--- config.mk ---
export PLATFORM = sky130hd
export DESIGN_NAME = rxdesc_engine
export DESIGN_NICKNAME = d
export VERILOG_FILES = /design/src/rtl/rxdesc_pkg.sv /design/src/rtl/rxdesc_fsm.sv /design/src/rtl/rxdesc_classify.sv /design/src/rtl/rxdesc_stats.sv /design/src/rtl/rxdesc_engine.sv
export SDC_FILE = /design/constraint.sdc
export NUM_CORES = 1
export LEC_CHECK = 0
export BUFFER_PORTS_ARGS = -buffer_cell sky130_fd_sc_hd__buf_2
export CORE_MARGIN = 1
export CORE_UTILIZATION = 55
export DETAILED_ROUTE_END_ITERATION = 6
export PLACE_DENSITY = 0.81
export SLEW_MARGIN = 20
export SYNTH_ARGS = -nofsm -noshare
export SYNTH_HDL_FRONTEND = slang
export SYNTH_SLANG_ARGS = --single-unit
--- constraint.sdc ---
create_clock -name clk -period 4.5 [get_ports clk]
set_clock_uncertainty 0.2 [all_clocks]
set_input_delay 0.225 -clock clk [delete_from_list [all_inputs] [get_ports clk]]
set_output_delay 0.225 -clock clk [all_outputs]
set_load 0.1 [all_outputs]
--- src/rtl/rxdesc_pkg.sv ---
package rxdesc_pkg;

  typedef enum logic [3:0] {
    ST_IDLE,
    ST_HEAD,
    ST_DRD,
    ST_HFL,
    ST_BODY,
    ST_WR,
    ST_STAT,
    ST_DRAIN
  } rxd_state_e;

  // byte enables covering lanes 0..lane
  function automatic logic [3:0] lane_mask(input logic [1:0] lane);
    case (lane)
      2'd0:    lane_mask = 4'b0001;
      2'd1:    lane_mask = 4'b0011;
      2'd2:    lane_mask = 4'b0111;
      default: lane_mask = 4'b1111;
    endcase
  endfunction

endpackage

--- src/rtl/rxdesc_fsm.sv ---
module rxdesc_fsm
  import rxdesc_pkg::*;
#(
  parameter int LEN_W      = 16,
  parameter int RUNT_BYTES = 12
) (
  input  logic             clk,
  input  logic             rst_n,
  input  logic             rx_en,
  input  logic [31:0]      cur_ptr,
  input  logic             s_valid,
  input  logic [7:0]       s_data,
  input  logic             s_last,
  output logic             s_ready,
  output logic             mem_req,
  output logic             mem_we,
  output logic [31:0]      mem_addr,
  output logic [31:0]      mem_wdata,
  output logic [3:0]       mem_be,
  input  logic             mem_ack,
  input  logic [31:0]      mem_rdata,
  output logic             commit,
  output logic             runt_ev,
  output logic             unav_ev,
  output logic             wrap_flag,
  output logic [LEN_W-1:0] frame_len,
  output logic [31:0]      dst_lo,
  output logic [15:0]      dst_hi
);

  localparam int HOLD_N = RUNT_BYTES / 4;
  localparam int HIDX_W = (HOLD_N > 1) ? $clog2(HOLD_N) : 1;
  localparam int WIDX_W = LEN_W - 2;

  rxd_state_e        st_q, st_d;
  logic [LEN_W-1:0]  len_q, len_d;
  logic [31:0]       pack_q, pack_d, pack_ins;
  logic [31:0]       hold_q [HOLD_N];
  logic [31:0]       hold_d [HOLD_N];
  logic [1:0]        rdi_q, rdi_d;
  logic              own_q, own_d;
  logic              wrap_q, wrap_d;
  logic [31:0]       buf_q, buf_d;
  logic [WIDX_W-1:0] widx_q, widx_d;
  logic [31:0]       wdat_q, wdat_d;
  logic [3:0]        be_q, be_d;
  logic              lastf_q, lastf_d;
  logic [1:0]        lane;
  logic [15:0]       len_fld;
  logic [31:0]       word_off;

  assign lane      = len_q[1:0];
  assign len_fld   = 16'(len_q) + 16'd4;
  assign word_off  = {{(32-LEN_W){1'b0}}, widx_q, 2'b00};
  assign wrap_flag = wrap_q;
  assign frame_len = len_q;
  assign dst_lo    = hold_q[0];
  assign dst_hi    = hold_q[1][15:0];

  always_comb begin
    pack_ins = pack_q;
    pack_ins[{lane, 3'b000} +: 8] = s_data;
  end

  // next-state process
  always_comb begin
    st_d    = st_q;
    len_d   = len_q;
    pack_d  = pack_q;
    for (int i = 0; i < HOLD_N; i++) hold_d[i] = hold_q[i];
    rdi_d   = rdi_q;
    own_d   = own_q;
    wrap_d  = wrap_q;
    buf_d   = buf_q;
    widx_d  = widx_q;
    wdat_d  = wdat_q;
    be_d    = be_q;
    lastf_d = lastf_q;
    s_ready   = 1'b0;
    mem_req   = 1'b0;
    mem_we    = 1'b0;
    mem_addr  = 32'd0;
    mem_wdata = 32'd0;
    mem_be    = 4'd0;
    commit    = 1'b0;
    runt_ev   = 1'b0;
    unav_ev   = 1'b0;

    case (st_q)
      ST_IDLE: begin
        if (rx_en && s_valid) begin
          st_d   = ST_HEAD;
          len_d  = '0;
          pack_d = '0;
        end
      end

      ST_HEAD: begin
        s_ready = 1'b1;
        if (s_valid) begin
          len_d  = len_q + 1'b1;
          pack_d = pack_ins;
          if (lane == 2'd3) hold_d[len_q[HIDX_W+1:2]] = pack_ins;
          if (len_q == LEN_W'(RUNT_BYTES - 1)) begin
            lastf_d = s_last;
            rdi_d   = 2'd0;
            st_d    = ST_DRD;
          end else if (s_last) begin
            runt_ev = 1'b1;
            st_d    = ST_IDLE;
          end
        end
      end

      ST_DRD: begin
        mem_req  = 1'b1;
        mem_addr = cur_ptr + {28'd0, rdi_q, 2'b00};
        if (mem_ack) begin
          rdi_d = rdi_q + 2'd1;
          case (rdi_q)
            2'd0:    own_d  = mem_rdata[31];
            2'd1:    wrap_d = mem_rdata[15];
            default: buf_d  = mem_rdata & 32'hFFFF_FFFC;
          endcase
          if (rdi_q == 2'd2) begin
            if (!own_q) begin
              if (lastf_q) begin
                unav_ev = 1'b1;
                st_d    = ST_IDLE;
              end else begin
                st_d = ST_DRAIN;
              end
            end else begin
              widx_d = '0;
              st_d   = ST_HFL;
            end
          end
        end
      end

      ST_HFL: begin
        mem_req   = 1'b1;
        mem_we    = 1'b1;
        mem_addr  = buf_q + word_off;
        mem_wdata = hold_q[widx_q[HIDX_W-1:0]];
        mem_be    = 4'hF;
        if (mem_ack) begin
          widx_d = widx_q + 1'b1;
          pack_d = '0;
          if (widx_q == WIDX_W'(HOLD_N - 1)) st_d = lastf_q ? ST_STAT : ST_BODY;
        end
      end

      ST_BODY: begin
        s_ready = 1'b1;
        if (s_valid) begin
          len_d = len_q + 1'b1;
          if (lane == 2'd3 || s_last) begin
            wdat_d  = pack_ins;
            be_d    = lane_mask(lane);
            widx_d  = len_q[LEN_W-1:2];
            lastf_d = s_last;
            pack_d  = '0;
            st_d    = ST_WR;
          end else begin
            pack_d = pack_ins;
          end
        end
      end

      ST_WR: begin
        mem_req   = 1'b1;
        mem_we    = 1'b1;
        mem_addr  = buf_q + word_off;
        mem_wdata = wdat_q;
        mem_be    = be_q;
        if (mem_ack) st_d = lastf_q ? ST_STAT : ST_BODY;
      end

      ST_STAT: begin
        mem_req   = 1'b1;
        mem_we    = 1'b1;
        mem_addr  = cur_ptr;
        mem_wdata = {len_fld, 16'h0300};
        mem_be    = 4'hF;
        if (mem_ack) begin
          commit = 1'b1;
          st_d   = ST_IDLE;
        end
      end

      ST_DRAIN: begin
        s_ready = 1'b1;
        if (s_valid && s_last) begin
          unav_ev = 1'b1;
          st_d    = ST_IDLE;
        end
      end

      default: st_d = ST_IDLE;
    endcase
  end

  // register process
  always_ff @(posedge clk or negedge rst_n) begin
    if (!rst_n) begin
      st_q    <= ST_IDLE;
      len_q   <= '0;
      pack_q  <= '0;
      for (int i = 0; i < HOLD_N; i++) hold_q[i] <= '0;
      rdi_q   <= '0;
      own_q   <= 1'b0;
      wrap_q  <= 1'b0;
      buf_q   <= '0;
      widx_q  <= '0;
      wdat_q  <= '0;
      be_q    <= '0;
      lastf_q <= 1'b0;
    end else begin
      st_q    <= st_d;
      len_q   <= len_d;
      pack_q  <= pack_d;
      for (int i = 0; i < HOLD_N; i++) hold_q[i] <= hold_d[i];
      rdi_q   <= rdi_d;
      own_q   <= own_d;
      wrap_q  <= wrap_d;
      buf_q   <= buf_d;
      widx_q  <= widx_d;
      wdat_q  <= wdat_d;
      be_q    <= be_d;
      lastf_q <= lastf_d;
    end
  end

endmodule

--- src/rtl/rxdesc_classify.sv ---
module rxdesc_classify (
  input  logic [31:0] dst_lo,
  input  logic [15:0] dst_hi,
  output logic        is_bc,
  output logic        is_mc
);

  always_comb begin
    is_bc = (dst_lo == 32'hFFFF_FFFF) && (dst_hi == 16'hFFFF);
    is_mc = dst_lo[0] && !is_bc;
  end

endmodule

--- src/rtl/rxdesc_stats.sv ---
module rxdesc_stats #(
  parameter int CNT_W = 64,
  parameter int LEN_W = 16
) (
  input  logic             clk,
  input  logic             rst_n,
  input  logic             commit,
  input  logic [LEN_W-1:0] frame_len,
  input  logic             is_bc,
  input  logic             is_mc,
  output logic [CNT_W-1:0] cnt_bytes,
  output logic [CNT_W-1:0] cnt_frames,
  output logic [CNT_W-1:0] cnt_bcast,
  output logic [CNT_W-1:0] cnt_mcast
);

  localparam int SUM_W = (CNT_W > LEN_W + 1) ? CNT_W : LEN_W + 1;
  localparam int NCNT  = 3;

  logic [SUM_W-1:0] add_ext;
  logic [CNT_W-1:0] bytes_q;
  logic [CNT_W-1:0] bytes_d;
  logic [NCNT-1:0]  inc;
  logic [CNT_W-1:0] ctr_q [NCNT];

  assign add_ext = SUM_W'(frame_len) + SUM_W'(4);
  assign bytes_d = bytes_q + add_ext[CNT_W-1:0];
  assign inc     = {commit & is_mc, commit & is_bc, commit};

  always_ff @(posedge clk or negedge rst_n) begin
    if (!rst_n)      bytes_q <= '0;
    else if (commit) bytes_q <= bytes_d;
  end

  for (genvar g = 0; g < NCNT; g++) begin : g_ctr
    always_ff @(posedge clk or negedge rst_n) begin
      if (!rst_n)      ctr_q[g] <= '0;
      else if (inc[g]) ctr_q[g] <= ctr_q[g] + 1'b1;
    end
  end

  assign cnt_bytes  = bytes_q;
  assign cnt_frames = ctr_q[0];
  assign cnt_bcast  = ctr_q[1];
  assign cnt_mcast  = ctr_q[2];

endmodule

--- src/rtl/rxdesc_engine.sv ---
module rxdesc_engine #(
  parameter int CNT_W      = 64,
  parameter int LEN_W      = 16,
  parameter int RUNT_BYTES = 12,
  parameter int DESC_BYTES = 32
) (
  input  logic             clk,
  input  logic             rst_n,
  input  logic             rx_en,
  input  logic [31:0]      ring_base,
  input  logic [31:0]      cur_ptr,
  input  logic             s_valid,
  input  logic [7:0]       s_data,
  input  logic             s_last,
  output logic             s_ready,
  output logic             mem_req,
  output logic             mem_we,
  output logic [31:0]      mem_addr,
  output logic [31:0]      mem_wdata,
  output logic [3:0]       mem_be,
  input  logic             mem_ack,
  input  logic [31:0]      mem_rdata,
  output logic             rx_done,
  output logic             buf_unavail,
  output logic             ptr_we,
  output logic [31:0]      ptr_next,
  output logic [CNT_W-1:0] cnt_bytes,
  output logic [CNT_W-1:0] cnt_frames,
  output logic [CNT_W-1:0] cnt_bcast,
  output logic [CNT_W-1:0] cnt_mcast
);

  localparam logic [31:0] STEP = 32'(DESC_BYTES);

  logic             commit, runt_ev, unav_ev, wrap_flag;
  logic [LEN_W-1:0] frame_len;
  logic [31:0]      dst_lo;
  logic [15:0]      dst_hi;
  logic             is_bc, is_mc;

  rxdesc_fsm #(.LEN_W(LEN_W), .RUNT_BYTES(RUNT_BYTES)) u_fsm (
    .clk(clk), .rst_n(rst_n), .rx_en(rx_en), .cur_ptr(cur_ptr),
    .s_valid(s_valid), .s_data(s_data), .s_last(s_last), .s_ready(s_ready),
    .mem_req(mem_req), .mem_we(mem_we), .mem_addr(mem_addr),
    .mem_wdata(mem_wdata), .mem_be(mem_be), .mem_ack(mem_ack),
    .mem_rdata(mem_rdata), .commit(commit), .runt_ev(runt_ev),
    .unav_ev(unav_ev), .wrap_flag(wrap_flag), .frame_len(frame_len),
    .dst_lo(dst_lo), .dst_hi(dst_hi)
  );

  rxdesc_classify u_cls (
    .dst_lo(dst_lo), .dst_hi(dst_hi), .is_bc(is_bc), .is_mc(is_mc)
  );

  rxdesc_stats #(.CNT_W(CNT_W), .LEN_W(LEN_W)) u_stats (
    .clk(clk), .rst_n(rst_n), .commit(commit), .frame_len(frame_len),
    .is_bc(is_bc), .is_mc(is_mc), .cnt_bytes(cnt_bytes),
    .cnt_frames(cnt_frames), .cnt_bcast(cnt_bcast), .cnt_mcast(cnt_mcast)
  );

  always_ff @(posedge clk or negedge rst_n) begin
    if (!rst_n) begin
      rx_done     <= 1'b0;
      buf_unavail <= 1'b0;
      ptr_we      <= 1'b0;
    end else begin
      rx_done     <= commit | runt_ev;
      buf_unavail <= unav_ev;
      ptr_we      <= commit;
    end
  end

  always_ff @(posedge clk or negedge rst_n) begin
    if (!rst_n)      ptr_next <= '0;
    else if (commit) ptr_next <= wrap_flag ? ring_base : cur_ptr + STEP;
  end

endmodule

# After elaboration in Yosys (flattened, before gate mapping)
# Cells that the tools add are included.
# op_classes
add_sub_neg	13
n_lt_le_gt_ge	3
eq_ne	31
shifts	2
n_mux	69
bitwise_logic	6
n_reduce_logical	33
# op_table
operator	count
$mux 32	9
$add 64x1->64 const B	3
$pmux 32 s3	2
$pmux 32 s4	1
$bwmux 96	1
$mux 14	6
$add 64x64->64	1
$bmux 32 s2	1
$demux 32 s2	1
$mux 4	13
$pmux 14 s3	1
$add 32x16->32	1
$add 32x4->32	1
$add 32x6->32 const B	1
$bwmux 32	1
$eq 32x32->1 const B	1
$mux 16	2
$pmux 16 s2	1
$pmux 4 s8	1
$shift 8x7->32 const A	1
$shiftx 8x7->32	1
$mux 1	18
$reduce_and 3->1	6
$add 16x3->17 const B	1
43 further kinds	82
# word_totals
register_bits	524
in_bits	110
out_inout_bits	362

# Logic depth before layout (Yosys ltp)
# depth
word_depth	6
mapped_depth	15

# Hierarchy
# Synthesis repeated with hierarchy kept, for this count alone.
# hier_totals
hier_cells	2933
hier_area_um2	28046.9
# modules_own_cells
module	instances	cells_per_inst	area_each_um2	seq_area_each_um2
rxdesc_fsm	1	1533	13371.6	5805.6
rxdesc_stats	1	1143	12499.5	6406.1
rxdesc_engine	1	239	2059.5	875.8
rxdesc_classify	1	18	116.4	0.0

# Least setup slack after synthesis
# No wires, ideal clock.
# synth_timing
path_type	register -> output
start	register u_fsm.widx_q[1]
end	output mem_addr[14]
arrival_ns	4.201
t_required_ns	4.075
setup_slack_ns	-0.126
path_stages_with_launch	10
path_buffers	1
cell_sequence	dfrtp_1 clkbuf_1 inv_1 fa_1 nand2b_1 a21oi_1 o211ai_1 a21oi_1 nor3_1 o32ai_1
# synth_between
elab_chain_cells	2
# synth_lines
item	line	rtl
start: declaration	rxdesc_fsm.sv:44	logic [WIDX_W-1:0] widx_q, widx_d;
start signal: assignment	rxdesc_fsm.sv:228	widx_q <= widx_d;
$add 32x16->32	rxdesc_fsm.sv:144, rxdesc_fsm.sv:174	
$pmux 32 s3	rxdesc_fsm.sv:89	case (st_q)
end: declaration	rxdesc_engine.sv:18	output logic [31:0] mem_addr,
# No other way between the ends.

# Worst setup path in the final report
# layout_timing
start	register u_fsm.widx_q[1]
end	output mem_addr[25]
# Same word-level chain as after synthesis.

==> results.cfg <==
[clocking]
clock_transition_at_path_regs_ps = 60
cts_setup_buffers = 0
numClockSinks = 523
cts.path.max_buffers = 3
clk_latency_ps = 620
cts-htree-levels = 2
cts_root_buf = sky130_fd_sc_hd__clkbuf_16
cts_tree = done
tritoncts.num_buffers = 55

[timing]
setup-violations-final = 0
min_period_over_period = 0.944
worst_pin_slew_ps = 1070
timing_hold_violations_final = 0
slew_headroom = 0.283
fmaxAchievable_mhz = 236
timing.final.max_slew_violations = 0
setup_repair_after_global_routing_missed_its_margin = false
fin_ws_ps = 254
fin_hold_ws_ps = 79.7
period_needed_ps = 4250
tns_ps = 0

[critical_path]
reg2reg_setup_slack_ps = 460
cp.required_ps = 4070
beginning_of_the_worst_register_to_register_path = u_fsm.frame_len[3]
cp_common_cell = sky130_fd_sc_hd__buf_4
critPathMaxStageDelay_ps = 490
timing.reg2reg.worst_path_depth = 13
path_max_fanout = 36
timing_worst_setup_path_type = flop to primary output
path_buf_inv = 3
critPathSlowestCell = sky130_fd_sc_hd__buf_2
startpoint_type = flop
cp_cell_sequence = buf_4 > ha_1 > a21oi_1 > a2bb2oi_1 > o211ai_1 > a211oi_1 > buf_4 > nor2_1 > xnor2_1 > o22ai_1 > buf_2
timing.critical_path.max_delay_family = compound AO/OA/AOI/OAI gates
crit_path_start = u_fsm.widx_q[1]
crit_path_end_kind = primary output
reg2reg_to = u_stats.cnt_bytes[35]
crit_path_arrival_time_ps = 3820

[route]
final_antenna_violating_net_count = 0
top_layer = met4
drc = 0
detailedRoute.firstPassIterationCount = 7
violation_count_after_the_first_detailed_route_iteration = 2165
met3WireLength_mm = 6.23
drt-total-wl_mm = 84.9
drt-wirelength-per-cell_um = 21.0
viasPerCell = 6.00
route.layer.met1.wl_mm = 33.8
routed-via-count = 24200
route.met2.wl_mm = 40.7

[yosys]
syn_avg_cell_area_um2 = 9.53
synth.cell_area_um2 = 26900
ys_async_sr_fraction = 1.00
ys_seq_elements = 523
netlist_cell_types = 74
syn-instance-count = 2827
ys_seq_area_frac = 0.486
synthFlopType = sky130_fd_sc_hd__dfrtp_1
yosys_warnings = 0
mappedNetlistNets = 2994
synth_enable_flop_cells = 0

[floorplanning]
die_area_um2 = 49800
die_w_um = 223
num_rows = 80
dieHeight_um = 223
top_level_ports = 472
floorplan.initialDensity = 0.560
std_cell_core_area_um2 = 48000

[pwr]
p_leak_nw = 15.9
power_density_nw_per_um2 = 480
power.total_mw = 15.9
max-vdd-ir-drop_v = 0.000610

[cells_and_area]
utilization_of_the_core_after_routing = 0.688
fillCellCount = 3618
area.growth.synth_to_final_pct = 22.8
design.final.nets = 3545
stdcell_count = 4040
layout.cell_area.non_filler_um2 = 33100
layout-drive-gt1-share = 0.201

[global_route]
gr-usage-all-layers = 0.335
grt_max_degree = 120
grt_pass1_vias = 23500
gr_overflow_total = 0
grt_antenna_before_repair = 3
grt_pass1_wl_mm = 132

[min_path]
type_of_the_most_critical_hold_path = input port to flop
hold_end = ptr_next[14]
holdCritStartpoint = cur_ptr[14]
worst_hold_path.num_cells = 5

[placed_design]
post-dp-hpwl_mm = 60.3
number_of_port_buffers = 469
post_dp_cell_area_um2 = 30100
placement.setup.worst_slack_ps = 253
gp_congestion = 0.973
dp_cells = 3831

[run]
max-cap-violations = 0

[outcome]
result_of_the_run = finished, final reports clean
## worst max path at each step
stage,end,slack [ps],depth (start not counted)
finish,mem_addr[25],250,11
global route,mem_addr[29],120,11
CTS,mem_addr[25],240,11
detailed placement,u_stats.cnt_bytes[29],250,14
global placement,u_stats.cnt_bytes[29],360,14
floorplan,mem_addr[26],250,10
## layer usage
metal | global-route usage | vias up
met1 | 0.428 | 11800
met2 | 0.550 | 1126
met4 | 0.169 | 0
met5 | 0 | -
li1 | - | 11000
met3 | 0.0601 | 252
## flip-flops by register name, indices dropped and copies added, names as in the netlist, 3 cells and up
signal and count:
ptr_next 32, u_fsm.be_q 4, u_fsm.buf_q 30, u_fsm.dst_hi 16, u_fsm.dst_lo 32, u_fsm.frame_len 16, u_fsm.hold_q 48, u_fsm.pack_q 32
u_fsm.st_q 3, u_fsm.wdat_q 32, u_fsm.widx_q 14, u_stats.cnt_bcast 64, u_stats.cnt_bytes 64, u_stats.cnt_frames 64, u_stats.cnt_mcast 64
## synth_stat cells (7+ instances only)
| cell | instances | area, um2 |
|---|---|---|
| sky130_fd_sc_hd__nand2b_1 | 10 | 62.6 |
| sky130_fd_sc_hd__o21ai_0 | 253 | 1270 |
| sky130_fd_sc_hd__inv_1 | 41 | 154 |
| sky130_fd_sc_hd__clkbuf_1 | 120 | 450 |
| sky130_fd_sc_hd__nand4_1 | 98 | 613 |
| sky130_fd_sc_hd__a21oi_1 | 126 | 631 |
| sky130_fd_sc_hd__nor4_1 | 20 | 125 |
| sky130_fd_sc_hd__o22ai_1 | 47 | 294 |
| sky130_fd_sc_hd__or3_1 | 12 | 75.1 |
| sky130_fd_sc_hd__o21a_1 | 11 | 82.6 |
| sky130_fd_sc_hd__nor3_1 | 47 | 235 |
| sky130_fd_sc_hd__a21o_1 | 11 | 82.6 |
| sky130_fd_sc_hd__ha_1 | 54 | 676 |
| sky130_fd_sc_hd__dfrtp_1 | 523 | 13100 |
| sky130_fd_sc_hd__nand2_1 | 404 | 1520 |
| sky130_fd_sc_hd__a22oi_1 | 19 | 143 |
| sky130_fd_sc_hd__xor2_1 | 121 | 1060 |
| sky130_fd_sc_hd__a31oi_1 | 13 | 81.3 |
| sky130_fd_sc_hd__and2_1 | 10 | 62.6 |
| sky130_fd_sc_hd__a211oi_1 | 10 | 75.1 |
| sky130_fd_sc_hd__nor4b_1 | 8 | 70.1 |
| sky130_fd_sc_hd__o211ai_1 | 7 | 52.6 |
| sky130_fd_sc_hd__and4_1 | 28 | 245 |
| sky130_fd_sc_hd__nor2_1 | 188 | 706 |
| sky130_fd_sc_hd__mux2_2 | 36 | 405 |
| sky130_fd_sc_hd__or2_2 | 8 | 50.1 |
| sky130_fd_sc_hd__xnor2_1 | 230 | 2010 |
| sky130_fd_sc_hd__nand3_1 | 109 | 546 |
| sky130_fd_sc_hd__and3_1 | 63 | 394 |
| sky130_fd_sc_hd__nor2b_1 | 42 | 263 |
| sky130_fd_sc_hd__o31ai_1 | 30 | 225 |
| sky130_fd_sc_hd__mux2i_1 | 46 | 460 |
## area by class of cell
class,count,area (um2),share of cell area
Antenna cell,4,10.0,0.000303
Clock buffer,76,1630,0.0492
Clock inverter,24,298,0.00901
Inverter,44,165,0.00500
Multi-Input combinational cell,2128,13200,0.400
Sequential cell,523,13100,0.396
Tap cell,615,769,0.0233
Timing Repair Buffer,626,3880,0.117
## power by group
group | switching [mW] | internal, mW
sequential | 0.331 | 5.10
clock | 1.94 | 2.87
combinational | 4.32 | 1.30
## kinds of logic after synthesis
| group | synth area share |
|---|---|
| adders and majority gates | 0.0273 |
| and+or+nand+nor | 0.195 |
| xor gates and xnor gates | 0.114 |
| buffers and inverters | 0.0249 |
| AOI/OAI and AO/OA | 0.120 |
| muxes | 0.0322 |
| DFF | 0.486 |
## placed cells by master (no fill, tap or decap), types with 7 or more instances in the layout
cell | Yosys | layout
sky130_fd_sc_hd__a211oi_1 | 10 | 10
sky130_fd_sc_hd__a21o_1 | 11 | 11
sky130_fd_sc_hd__a21oi_1 | 126 | 125
sky130_fd_sc_hd__a22oi_1 | 19 | 19
sky130_fd_sc_hd__a31oi_1 | 13 | 13
sky130_fd_sc_hd__and2_1 | 10 | 10
sky130_fd_sc_hd__and3_1 | 63 | 63
sky130_fd_sc_hd__and4_1 | 28 | 28
sky130_fd_sc_hd__buf_2 | 5 | 466
sky130_fd_sc_hd__buf_4 | 1 | 48
sky130_fd_sc_hd__clkbuf_16 | 0 | 57
sky130_fd_sc_hd__clkbuf_8 | 0 | 13
sky130_fd_sc_hd__clkinv_2 | 0 | 13
sky130_fd_sc_hd__dfrtp_1 | 523 | 522
sky130_fd_sc_hd__dlygate4sd3_1 | 0 | 105
sky130_fd_sc_hd__ha_1 | 54 | 54
sky130_fd_sc_hd__inv_1 | 41 | 41
sky130_fd_sc_hd__mux2_2 | 36 | 36
sky130_fd_sc_hd__mux2i_1 | 46 | 46
sky130_fd_sc_hd__nand2_1 | 404 | 404
sky130_fd_sc_hd__nand2b_1 | 10 | 10
sky130_fd_sc_hd__nand3_1 | 109 | 107
sky130_fd_sc_hd__nand4_1 | 98 | 98
sky130_fd_sc_hd__nor2_1 | 188 | 184
sky130_fd_sc_hd__nor2b_1 | 42 | 42
sky130_fd_sc_hd__nor3_1 | 47 | 47
sky130_fd_sc_hd__nor4_1 | 20 | 19
sky130_fd_sc_hd__nor4b_1 | 8 | 8
sky130_fd_sc_hd__o211ai_1 | 7 | 7
sky130_fd_sc_hd__o21a_1 | 11 | 11
sky130_fd_sc_hd__o21ai_0 | 253 | 253
sky130_fd_sc_hd__o22ai_1 | 47 | 47
sky130_fd_sc_hd__o31ai_1 | 30 | 30
sky130_fd_sc_hd__or2_2 | 8 | 8
sky130_fd_sc_hd__or3_1 | 12 | 12
sky130_fd_sc_hd__xnor2_1 | 230 | 230
sky130_fd_sc_hd__xor2_1 | 121 | 121
## worst reg2reg max path, delay by kind of cell, from the launching register on
family	cells	cell delay, ps
simple gates	7	1960
fa+ha+maj	2	480
xor+xnor	2	410
flops	1	360
compound gates	1	320
buf+inv	1	220
## timing repair
action                     CTS  global route
hold endpoints to repair   310             0
gates resized for setup      0             2
hold buffers               105             0
setup endpoints to repair    0             8
(Power assumes the default switching activity.)
